File: src/rtl/keyed_wdog.sv
module keyed_wdog #(
  parameter int CLKS_PER_HALF_SEC = 25_000_000,
  parameter int ADDR_W = 3
) (
  input  logic              clk,
  input  logic              rst_n,
  input  logic              wr_en,
  input  logic [ADDR_W-1:0] addr,
  input  logic [15:0]       wdata,
  output logic [15:0]       rdata,
  output logic              wdog_rst
);
  localparam int PW = (CLKS_PER_HALF_SEC > 1) ? $clog2(CLKS_PER_HALF_SEC) : 1;
  localparam logic [PW-1:0]     PRE_LAST  = PW'(CLKS_PER_HALF_SEC - 1);
  localparam logic [ADDR_W-1:0] A_CTRL    = ADDR_W'(0);
  localparam logic [ADDR_W-1:0] A_SVC     = ADDR_W'(2);
  localparam logic [ADDR_W-1:0] A_STAT    = ADDR_W'(4);
  localparam logic [15:0]       CTRL_MASK = 16'hFF8F;
  localparam logic [15:0]       KEY_ARM   = 16'h5555;
  localparam logic [15:0]       KEY_FIRE  = 16'hAAAA;
  localparam logic [15:0]       ST_POR    = 16'h0010;
  localparam logic [15:0]       ST_TMO    = 16'h0001;

  logic [15:0]   ctrl, status;
  logic          armed;
  logic [7:0]    cnt;
  logic [PW-1:0] pre;

  logic en, ctrl_wr, svc_wr, key_arm, key_fire, en_rise, tick, expire;
  logic [7:0] wt;

  assign en       = ctrl[2];
  assign wt       = ctrl[15:8];
  assign ctrl_wr  = wr_en && (addr == A_CTRL);
  assign svc_wr   = wr_en && (addr == A_SVC);
  assign key_arm  = svc_wr && (wdata == KEY_ARM);
  assign key_fire = svc_wr && (wdata == KEY_FIRE) && armed;
  assign en_rise  = ctrl_wr && wdata[2] && !en;
  assign tick     = en && (pre == PRE_LAST);
  assign expire   = tick && (cnt == 8'd0) && !key_fire;

  always_comb begin
    case (addr)
      A_CTRL:  rdata = ctrl;
      A_STAT:  rdata = status;
      default: rdata = 16'h0000;
    endcase
  end

  always_ff @(posedge clk or negedge rst_n) begin
    if (!rst_n) begin
      ctrl     <= 16'h0000;
      status   <= ST_POR;
      armed    <= 1'b0;
      cnt      <= 8'd0;
      pre      <= '0;
      wdog_rst <= 1'b0;
    end else begin
      wdog_rst <= expire;
      if (expire) begin
        ctrl   <= 16'h0000;
        status <= ST_TMO;
        armed  <= 1'b0;
        cnt    <= 8'd0;
        pre    <= '0;
      end else begin
        if (ctrl_wr) ctrl <= (wdata & CTRL_MASK) | {13'b0, en, 2'b0};
        if (svc_wr)  armed <= key_arm;
        if (key_fire) begin
          cnt <= wt;
          pre <= '0;
        end else if (en_rise) begin
          cnt <= wdata[15:8];
          pre <= '0;
        end else if (en) begin
          if (tick) begin
            pre <= '0;
            cnt <= cnt - 8'd1;
          end else begin
            pre <= pre + PW'(1);
          end
        end
      end
    end
  end
endmodule

File: config.mk
export PLATFORM = sky130hd
export DESIGN_NAME = keyed_wdog
export DESIGN_NICKNAME = d
export VERILOG_FILES = /design/src/rtl/keyed_wdog.sv
export SDC_FILE = /design/constraint.sdc
export NUM_CORES = 1
export LEC_CHECK = 0
export BUFFER_PORTS_ARGS = -buffer_cell sky130_fd_sc_hd__buf_2
export CAP_MARGIN = 20
export CORE_ASPECT_RATIO = 1.75
export CORE_MARGIN = 3
export CORE_UTILIZATION = 52
export CTS_CLUSTER_DIAMETER = 30
export CTS_CLUSTER_SIZE = 24
export DETAILED_ROUTE_END_ITERATION = 16
export PLACE_DENSITY = 0.79
export REMOVE_ABC_BUFFERS = 1
export SETUP_SLACK_MARGIN = 0.15
export SYNTH_ARGS = -nofsm -noshare
export SYNTH_HDL_FRONTEND = slang
export SYNTH_SLANG_ARGS = --single-unit
File: constraint.sdc
create_clock -name clk -period 2.7 [get_ports clk]
set_input_delay 0.135 -clock clk [delete_from_list [all_inputs] [get_ports clk]]
set_output_delay 0.135 -clock clk [all_outputs]
set_load 0.02 [all_outputs]
==> out/results.txt <==
Status = completed
Worst path max stage delay = 0.54 ns
Gate power share = 27.4%
Number of max-cap violations = 0
Worst Path Max Fanout = 12
Design Area, Final = 3460 µm²
Layout Cells excl Fill = 459
Post-synth cell types = 51
Antenna fix cells = 0
RSZ-0062 raised after global routing = false
IO Count = 39
Post-route setup TNS = 0 ns
Slowest cell on crit path = or4_1
Sw power = 695 µW
Gate Count Post-Synth = 342
Fmax = 407 MHz
Synthesis warning total = 0
CTS tree = yes
Final Core Density = 62.0%
Commonest non-fill, non-tap cell in the layout = dfrtp_1
Worst path bufs/invs = 1
Die ar. = 6810 µm²
Antenna violations before repair = 0
Drt first pass iters = 6
Buffers added on ports = 36
Clk pin slew, worst setup/hold paths = 0.10 ns
Worst Max-Slew Pin Slew = 0.753 ns
Post-Place Setup Slack = 0.137 ns
Fill cells = 513
WHS Path Cells = 3
Post-synthesis sequential area ratio = 41.3%
CP Class = reg2reg
Crit. End Element = flip-flop
Critical-path cell list = or4_1 -> or4_1 -> or3_4 -> buf_4 -> a31oi_1 -> o22ai_1
Total gr overflow = 0
First-pass GRT wire length = 12.7 mm
Clock network fraction of design power = 25.4%
Area added between synthesis and finish = 14.3%
GP Congestion = 0.892
Starting Density = 54.2%
Async SR Flop Fraction = 100%
Layout cells sized above 1 = 19.3%
Final slew viol count = 0
H-tree depth = 2
Int Pwr = 1430 µW
Cell area after synthesis = 3030 µm²
CTS Sinks = 50
Pin count of the biggest net entering global routing = 39
Worst-Skew Late Latency = 0.32 ns
Vias per inst = 6.19
Cell Count Post-Placement = 448
Die height = 107 µm
Clock Tree Buf Depth = 2
Register-to-Register Path Depth = 6
CTS buffer count = 5
Syn avg cell area = 8.86 µm²
Number of global-route vias before repair = 2823
Worst Clk Skew = 0.00795 ns
Setup crit start kind = flip-flop
Final setup fails = 0
Max VDD drop = 358 µV
Multi-input gate area = 1660 µm²
Most frequent cells in the layout = 49 x dfrtp_1, 41 x nand2_1, 36 x buf_2
Synth Register Bits = 50
Period utilisation layout = 90.9%
Final setup margin = 0.245 ns
Critical path arrival = 2.66 ns
Remaining antenna violation count = 0
Cell Rows = 36
WP depth = 6
Hold Fails Final Rpt = 0
Clock root buffer = clkbuf_8
Sw Share = 32.6%
Post-detailed-route wirelength per cell = 16.9 µm
Max_slew headroom = 49.8%
Crit path required time = 2.90 ns
Reg area = 1250 µm²
Post-Route WL = 7.76 mm
EDFF count, synth = 0
Detailed router's first-iteration violation count = 158
Dpl hpwl = 5.74 mm
DP Area = 3310 µm²
Leak = 0.00143 µW
Min-Delay Path Class = in2reg
Reg power frac = 47.2%
Total GRT Usage = 23.9%
# DRC = 0
Final min period = 2.45 ns
Detailed-route via count = 2842
Nets@finish = 406
Core box area = 5590 µm²
Most used cell, CP = or4_1
Die W = 63.7 µm
CP delay by family, top = simple AND/OR/NAND/NOR gates
Power Density = 615 nW/µm²
Top FF cell, synth = dfrtp_1
[worst paths after layout]
check / start / end / slack [ns]
setup / recovery: pre[7]$_DFFE_PN0P_ / pre[3]$_DFFE_PN0P_ / 0.25
hold reg to reg: status[0]$_DFFE_PN0N_ / status[0]$_DFFE_PN0N_ / 0.48
hold / removal: wdata[3] / ctrl[3]$_DFFE_PN0P_ / 0.06
min in group asynchronous: rst_n / ctrl[12]$_DFFE_PN0P_ / 0.40
setup reg to reg: pre[7]$_DFFE_PN0P_ / pre[3]$_DFFE_PN0P_ / 0.25
max in group asynchronous: rst_n / pre[13]$_DFFE_PN0P_ / 1.54
[layer usage]
layer	GRT usage (%)	wire, µm
met1	23.7	3000
met3	3.77	309
met4	11.9	148
met2	46.4	4310
met5	0	0
[per-stage QoR]
stage | hold WS, ns | total power [µW]
global placement | 0.229 | 1570
floorplan | -0.161 | 1400
finish | 0.0621 | 2130
CTS | 0.0539 | 2140
detailed placement | 0.229 | 1600
global route | 0.0687 | 2250
[power groups by stage]
stage / Combinational, µW / Sequential [µW] / Clock [µW]
floorplan: 420 / 982 / 0
global placement: 563 / 1010 / 0
detailed placement: 579 / 1020 / 0
CTS: 583 / 1000 / 552
global route: 654 / 1030 / 575
finish: 583 / 1000 / 541
[flip-flops by register name, summed over array words and instances (netlist names)]
signal / flops
cnt: 8
status: 2
pre: 25
wdog_rst: 1
armed: 1
ctrl: 13
[synth_stat cells (2+ instances only)]
master | count | area share [%]
ha_1 | 2 | 0.83
mux2i_1 | 5 | 1.7
buf_4 | 4 | 0.99
nor4bb_1 | 7 | 2.3
a21oi_1 | 34 | 5.6
a31oi_1 | 6 | 1.2
o41ai_1 | 4 | 1.2
or3_1 | 13 | 2.7
nand2b_1 | 3 | 0.62
and3b_1 | 2 | 0.58
nor4_1 | 5 | 1.0
o21ai_0 | 12 | 2.0
nand3_1 | 15 | 2.5
nor4b_1 | 3 | 0.87
nor2_1 | 10 | 1.2
nor3_1 | 15 | 2.5
nand4_1 | 7 | 1.4
dfrtp_1 | 49 | 40
or4_1 | 12 | 3.0
inv_1 | 10 | 1.2
xnor2_1 | 2 | 0.58
mux2_2 | 3 | 1.1
nand2_1 | 41 | 5.1
or4b_2 | 2 | 0.66
a32o_1 | 5 | 1.7
nand3b_1 | 7 | 1.7
and4_1 | 3 | 0.87
mux2_1 | 2 | 0.74
o22ai_1 | 4 | 0.83
a221oi_1 | 2 | 0.58
o31ai_1 | 10 | 2.5
clkbuf_1 | 12 | 1.5
and2_1 | 12 | 2.5
or2_2 | 2 | 0.41
[worst reg2reg max path, cell delays in order (launching register included)]
cell,delay (ns)
dfrtp_1,0.43
or4_1,0.54
or4_1,0.54
or3_4,0.39
buf_4,0.20
a31oi_1,0.14
o22ai_1,0.10
[what timing repair did]
action | in CTS | in global routing
pin swaps | 0 | 1
endpoints found under the hold margin | 29 | 0
gates resized for setup | 1 | 2
setup buffers | 2 | 0
endpoints found under the setup margin | 3 | 10
hold buffers | 1 | 0
[layout make-up]
class	count	share of cell area, %
Clock buffer	5	1.99
Clock inverter	3	1.30
Inverter	10	1.08
Multi-Input combinational cell	263	47.8
Sequential cell	50	36.2
Tap cell	76	2.75
Timing Repair Buffer	52	8.85
[cell families (layout without fill, tap and decap cells)]
logic type	after synthesis	after routing	synth area share (%)
compound gates	80	80	16.4
simple gates	166	166	32.1
other cells	1	2	0.124
flops	50	50	41.3
xor+xnor	3	3	0.868
mux	10	10	3.51
fa+ha+maj	2	2	0.826
buf+inv	30	70	4.87
No activity file was read; power rests on OpenSTA's default activity.
